`config.mk`:
```
export PLATFORM = sky130hd
export DESIGN_NAME = dsg_short_guard
export DESIGN_NICKNAME = d
export VERILOG_FILES = /design/src/rtl/dsg_short_pkg.sv /design/src/rtl/dsg_short_sectmr.sv /design/src/rtl/dsg_short_qual.sv /design/src/rtl/dsg_short_leak.sv /design/src/rtl/dsg_short_guard.sv
export SDC_FILE = /design/constraint.sdc
export NUM_CORES = 1
export LEC_CHECK = 0
export BUFFER_PORTS_ARGS = -buffer_cell sky130_fd_sc_hd__buf_2
export CORE_UTILIZATION = 30
export CTS_BUF_LIST = sky130_fd_sc_hd__clkbuf_8
export DETAILED_ROUTE_END_ITERATION = 7
export GPL_TIMING_DRIVEN = 0
export SYNTH_ARGS = -nofsm -noshare
export SYNTH_HDL_FRONTEND = slang
export SYNTH_HIERARCHICAL = 1
export SYNTH_SLANG_ARGS = --single-unit
```
`constraint.sdc`:
```
create_clock -name clk -period 3.6 [get_ports clk]
set_clock_uncertainty 0.2 [all_clocks]
set_input_delay 0.18 -clock clk [delete_from_list [all_inputs] [get_ports clk]]
set_output_delay 0.18 -clock clk [all_outputs]
set_load 0.01 [all_outputs]
```
`src/rtl/dsg_short_pkg.sv`:
```
package dsg_short_pkg;

    localparam int CFG_W  = 8;
    localparam int CNT_W  = 8;
    localparam int DLY_W  = 4;
    localparam int QCNT_W = DLY_W + 1;

    typedef enum logic [1:0] {
        ST_ARMED = 2'd0,
        ST_TRIP  = 2'd1,
        ST_LOCK  = 2'd2
    } prot_state_e;

    typedef struct packed {
        logic [DLY_W-1:0] dly_code;
        logic             spare;
        logic [2:0]       thr_code;
    } thr_dly_t;

    // Number of consecutive samples needed for a trip.
    function automatic logic [QCNT_W-1:0] qual_need(input logic [DLY_W-1:0] code);
        return {1'b0, code} + QCNT_W'(1);
    endfunction

    function automatic logic [CNT_W-1:0] sat_inc(input logic [CNT_W-1:0] v);
        return (v == {CNT_W{1'b1}}) ? v : v + CNT_W'(1);
    endfunction

endpackage

```
`src/rtl/dsg_short_sectmr.sv`:
```
module dsg_short_sectmr #(
    parameter int W = dsg_short_pkg::CFG_W
) (
    input  logic         clk,
    input  logic         rst,
    input  logic         run,
    input  logic         tick,
    input  logic [W-1:0] limit,
    output logic         done
);
    logic [W-1:0] cnt;
    logic [W-1:0] lim_eff;
    logic [W:0]   nxt;

    assign lim_eff = (limit == '0) ? W'(1) : limit;
    assign nxt     = {1'b0, cnt} + (W+1)'(1);
    assign done    = run && tick && (nxt >= {1'b0, lim_eff});

    // Restarts from zero whenever the timed state is not active.
    always_ff @(posedge clk) begin
        if (rst || !run) begin
            cnt <= '0;
        end else if (tick) begin
            cnt <= done ? '0 : nxt[W-1:0];
        end
    end
endmodule

```
`src/rtl/dsg_short_qual.sv`:
```
module dsg_short_qual
    import dsg_short_pkg::*;
(
    input  logic             clk,
    input  logic             rst,
    input  logic             run,
    input  logic             stb,
    input  logic             hit,
    input  logic [DLY_W-1:0] code,
    output logic             fire
);
    logic [QCNT_W-1:0] cnt;
    logic [QCNT_W:0]   nxt;

    assign nxt  = {1'b0, cnt} + (QCNT_W+1)'(1);
    assign fire = run && stb && hit && (nxt >= {1'b0, qual_need(code)});

    always_ff @(posedge clk) begin
        if (rst || !run) begin
            cnt <= '0;
        end else if (stb) begin
            cnt <= (!hit || fire) ? '0 : nxt[QCNT_W-1:0];
        end
    end
endmodule

```
`src/rtl/dsg_short_leak.sv`:
```
module dsg_short_leak
    import dsg_short_pkg::*;
(
    input  logic             clk,
    input  logic             rst,
    input  logic             inc,
    input  logic             tick,
    input  logic [CFG_W-1:0] period,
    output logic [CNT_W-1:0] count
);
    logic dec_due;

    dsg_short_sectmr #(.W(CFG_W)) u_dec_tmr (
        .clk   (clk),
        .rst   (rst),
        .run   (count != '0),
        .tick  (tick),
        .limit (period),
        .done  (dec_due)
    );

    always_ff @(posedge clk) begin
        if (rst) begin
            count <= '0;
        end else if (inc) begin
            count <= sat_inc(count);
        end else if (dec_due) begin
            count <= count - CNT_W'(1);
        end
    end
endmodule

```
`src/rtl/dsg_short_guard.sv`:
```
module dsg_short_guard
    import dsg_short_pkg::*;
(
    input  logic             clk,
    input  logic             rst,
    input  logic             sample_stb,
    input  logic             oc_hit,
    input  logic             load_present,
    input  logic             load_det_en,
    input  logic             sec_tick,
    input  logic [CFG_W-1:0] cfg_thr_dly,
    input  logic [CFG_W-1:0] cfg_latch_lim,
    input  logic [CFG_W-1:0] cfg_dec_period,
    input  logic [CFG_W-1:0] cfg_recover_s,
    input  logic [CFG_W-1:0] cfg_reset_s,
    output logic [2:0]       thr_code,
    output logic             alert,
    output logic             trip,
    output logic             latched,
    output logic             dsg_off
);
    thr_dly_t    cfg;
    prot_state_e st, st_nx;
    logic        qual_fire, rec_done, lock_done, load_gone, lock_now;
    logic        cfg_unused;
    logic [CNT_W-1:0] fault_cnt;

    assign cfg        = thr_dly_t'(cfg_thr_dly);
    assign cfg_unused = cfg.spare;
    assign thr_code   = cfg.thr_code;
    assign load_gone  = load_det_en && !load_present;
    assign lock_now   = (cfg_latch_lim != '0) && (sat_inc(fault_cnt) >= cfg_latch_lim);

    dsg_short_qual u_qual (
        .clk  (clk),
        .rst  (rst),
        .run  (st == ST_ARMED),
        .stb  (sample_stb),
        .hit  (oc_hit),
        .code (cfg.dly_code),
        .fire (qual_fire)
    );

    dsg_short_leak u_leak (
        .clk    (clk),
        .rst    (rst),
        .inc    (qual_fire),
        .tick   (sec_tick),
        .period (cfg_dec_period),
        .count  (fault_cnt)
    );

    dsg_short_sectmr #(.W(CFG_W)) u_rec_tmr (
        .clk   (clk),
        .rst   (rst),
        .run   (st == ST_TRIP),
        .tick  (sec_tick),
        .limit (cfg_recover_s),
        .done  (rec_done)
    );

    dsg_short_sectmr #(.W(CFG_W)) u_lock_tmr (
        .clk   (clk),
        .rst   (rst),
        .run   (st == ST_LOCK),
        .tick  (sec_tick),
        .limit (cfg_reset_s),
        .done  (lock_done)
    );

    always_comb begin
        st_nx = st;
        unique case (st)
            ST_ARMED: if (qual_fire) st_nx = lock_now ? ST_LOCK : ST_TRIP;
            ST_TRIP:  if (rec_done || load_gone) st_nx = ST_ARMED;
            ST_LOCK:  if (lock_done) st_nx = ST_ARMED;
            default:  st_nx = ST_ARMED;
        endcase
    end

    always_ff @(posedge clk) begin
        if (rst) st <= ST_ARMED;
        else     st <= st_nx;
    end

    assign trip    = (st == ST_TRIP);
    assign latched = (st == ST_LOCK);
    assign dsg_off = trip || latched;
    assign alert   = (fault_cnt != '0);
endmodule

```
==> run metrics <==
worst skew pair latency=290 ps; FF-to-FF setup slack=180 ps; grt met3 use=2.54%; nets=618; H-tree Lvls=2; Slew headroom=49.2%; post-layout util=36.6%; Yosys cell types=59; initial antenna violation count=0; P&R area growth vs syn=18.0%; crit path time final=3420 ps; Total GRT Usage=13.0%; Tcrit/Tclk final=94.9%; Syn Std Cell Area=0.00377 mm^2; Worst-Margin Slew=760 ps; Vias=3453; status=completed; pre-CTS setup slack=-400 ps; Top Usage Layer GRT=met2; Post-Syn Instances=458; drc violations=0; first-pass GRT wire length=14.0 mm; crit path max fanout=8; Worst EP required=3560 ps; HPWL Detailed=6.45 mm; GRT met1 Usage=16.1%; crit path DAT=3380 ps; share of layout cells above drive strength 1=20.8%; Worst R2R Start=u_qual/cnt[0]; CTS tree=done; Switching Power=325 uW; worst hold path startpoint=sample_stb; Clock power frac=34.5%; Sequential Power Share=41.3%; sequential fraction of the synthesis area=20.7%; largest net degree at the start of global routing=19; Antenna Nets Post-Route=0; Critical Path Source=u_qual/cnt[0]; CP Launch Type=register; fillers=1261; vias in the first global route=3197; syn_nets=559; total gr overflow=0; max cap viols=0; final worst slack=183 ps; Ys Warns=6; Initial DRC Count=89; reg-to-reg endpoint=u_leak/count[6]; min-delay worst type=in -> reg; Initial Util=31.0%; Core Rows=40; cells on worst reg2reg path=14; nature of the critical path endpoint=register; antenna cells=0; Detailed Routing Iterations Pass 1=4; DIE WIDTH=114 um; Routed WL per cell=11.9 um; drt total wl=8.14 mm; number of synthesized flops with an enable pin=0; GR Util met2=22.7%; hold endpoint=u_qual/cnt[0]; crit path kind=reg -> reg; clk slew on worst S/H paths=80 ps; Async SR Flop Fraction=0%; Slew Limit Fails=0; Fin Hold WS=72.6 ps; die height=114 um; multi-input logic area=0.00281 mm^2; number of synthesized register bits=39; Final Hold Viols=0; root buf cell=clkbuf_8; # clock sinks=39; DIE AREA=0.0130 mm^2; Synth Flop Type=dfxtp_1; port bufs=49; IO Count=54; combinational share of power=24.2%; P_leak=2.03 nW; cts bufs inserted=5; Internal=787 uW; non-filler cells, final=686; drt via density=5.03; Final Power=1.11 mW; Mean Syn Cell Area=8.24 um^2; Final setup viols=0; Cells after DPL=675; sw frac=29.2%; Worst Hold Depth=4; FMAX=293 MHz; worst vdd ir=139 uV; flip-flop and latch area=798 um^2; Core Box Area=0.0122 mm^2; clock tree buffer depth=2; PD cells=250 mW/mm^2; placer congestion estimate=0.843
## power by group through the flow
stage	combinational, mW	sequential [mW]	clock [mW]
floorplan	0.179	0.464	0
global placement	0.246	0.469	0
detailed placement	0.256	0.470	0
CTS	0.259	0.460	0.396
global route	0.303	0.461	0.417
finish	0.269	0.459	0.383
## worst max-delay path: stages (launching register included)
cell	delay [ps]
dfxtp_4	390
ha_4	150
nand3_1	90
xnor2_1	160
ha_1	320
nand3_1	130
o21a_4	250
a21oi_4	160
inv_4	90
fa_2	410
a21o_1	180
a221o_1	340
a21oi_2	150
xor2_1	160
o22ai_1	100
## cells in the mapped netlist (6+ instances only)
cell	instances	area (um^2)
inv_1	54	203
ha_1	53	663
dfxtp_1	39	781
nand3_1	35	175
nand2_1	23	86.3
nand3b_1	21	158
xnor2_1	21	184
o21ai_0	20	100
nor2_1	17	63.8
a21oi_1	15	75.1
a21o_1	13	97.6
nand2b_1	11	68.8
nand4_1	11	68.8
xor2_1	11	96.3
o31ai_1	9	67.6
and3_1	8	50.1
nor4_1	7	43.8
clkbuf_1	6	22.5
o21ai_1	6	30.0
o32a_1	6	60.1
## cell type report
cell class / instances / area share (%)
flip-flops and latches: 39 / 17.9
well taps: 168 / 4.72
clock inverters: 2 / 0.787
plain buffers: 10 / 1.10
clock buffers: 6 / 1.85
inverters: 54 / 4.61
multi-input cells: 355 / 63.0
repair buffers: 52 / 6.01
## worst max-delay path by stage
stage / slack [ps] / depth (start not counted) / end
6_report: 180 / 14 / u_leak/count[6]
5_1_grt: -30 / 15 / u_leak/count[5]
2_1_floorplan: 2 / 14 / u_leak/count[6]
3_5_place_dp: -400 / 14 / u_leak/count[6]
4_1_cts: 1 / 14 / u_leak/count[7]
3_3_place_gp: -380 / 14 / u_leak/count[6]
## layer usage
| metal | share of wire (%) | up-vias |
|---|---|---|
| li1 | - | 1782 |
| met1 | 46 | 1616 |
| met2 | 49 | 47 |
| met3 | 3.0 | 8 |
| met4 | 1.5 | 0 |
| met5 | 0 | - |
## placed cells by master (no fill, tap or decap), types with 6 or more instances in the layout
cell      Yosys  layout
o31ai_1       9       9
clkbuf_1      6       6
o32a_1        6       6
xor2_1       11      11
a21oi_1      15      12
nor4_1        7       7
nand3_1      35      35
ha_1         53      49
nand2b_1     11      11
nor2_1       17      17
nand2_1      23      23
dfxtp_1      39      31
buf_2         0      49
inv_1        54      52
a21o_1       13      13
xnor2_1      21      21
o21ai_0      20      20
clkbuf_8      0       6
and3_1        8       8
nand3b_1     21      21
nand4_1      11      11
buf_4         3       6
## cell families (layout without fill, tap and decap cells)
logic type | Yosys count | in the layout | synth area share (%)
AOI/OAI and AO/OA | 101 | 101 | 21.0
xor gates and xnor gates | 32 | 32 | 7.42
adders and majority gates | 54 | 54 | 18.1
buffers and inverters | 64 | 124 | 6.66
DFF | 39 | 39 | 20.7
muxes | 5 | 5 | 1.36
and+or+nand+nor | 163 | 163 | 24.8
## per-stage QoR
| stage | area (um^2) | TNS, ps |
|---|---|---|
| final | 4450 | 0 |
| after global routing | 4450 | -30.3 |
| after CTS | 4380 | 0 |
| after detailed placement | 4230 | -1050 |
| after global placement | 4230 | -926 |
| after floorplan | 3780 | 0 |
## what timing repair did
item / 4_1_cts / 5_1_grt
endpoints found under the setup margin: 6 / 10
setup buffers: 1 / 2
pin swaps: 2 / 1
hold buffers: 0 / 0
resized for setup: 6 / 20
## flip-flops by register name, summed over array words and instances, names as in the netlist
name and cells:
u_leak/count 8, u_qual/cnt 5, u_leak/u_dec_tmr/cnt 8, u_lock_tmr/cnt 8, u_rec_tmr/cnt 8, st 2
Power figures use the tool's default switching activity.
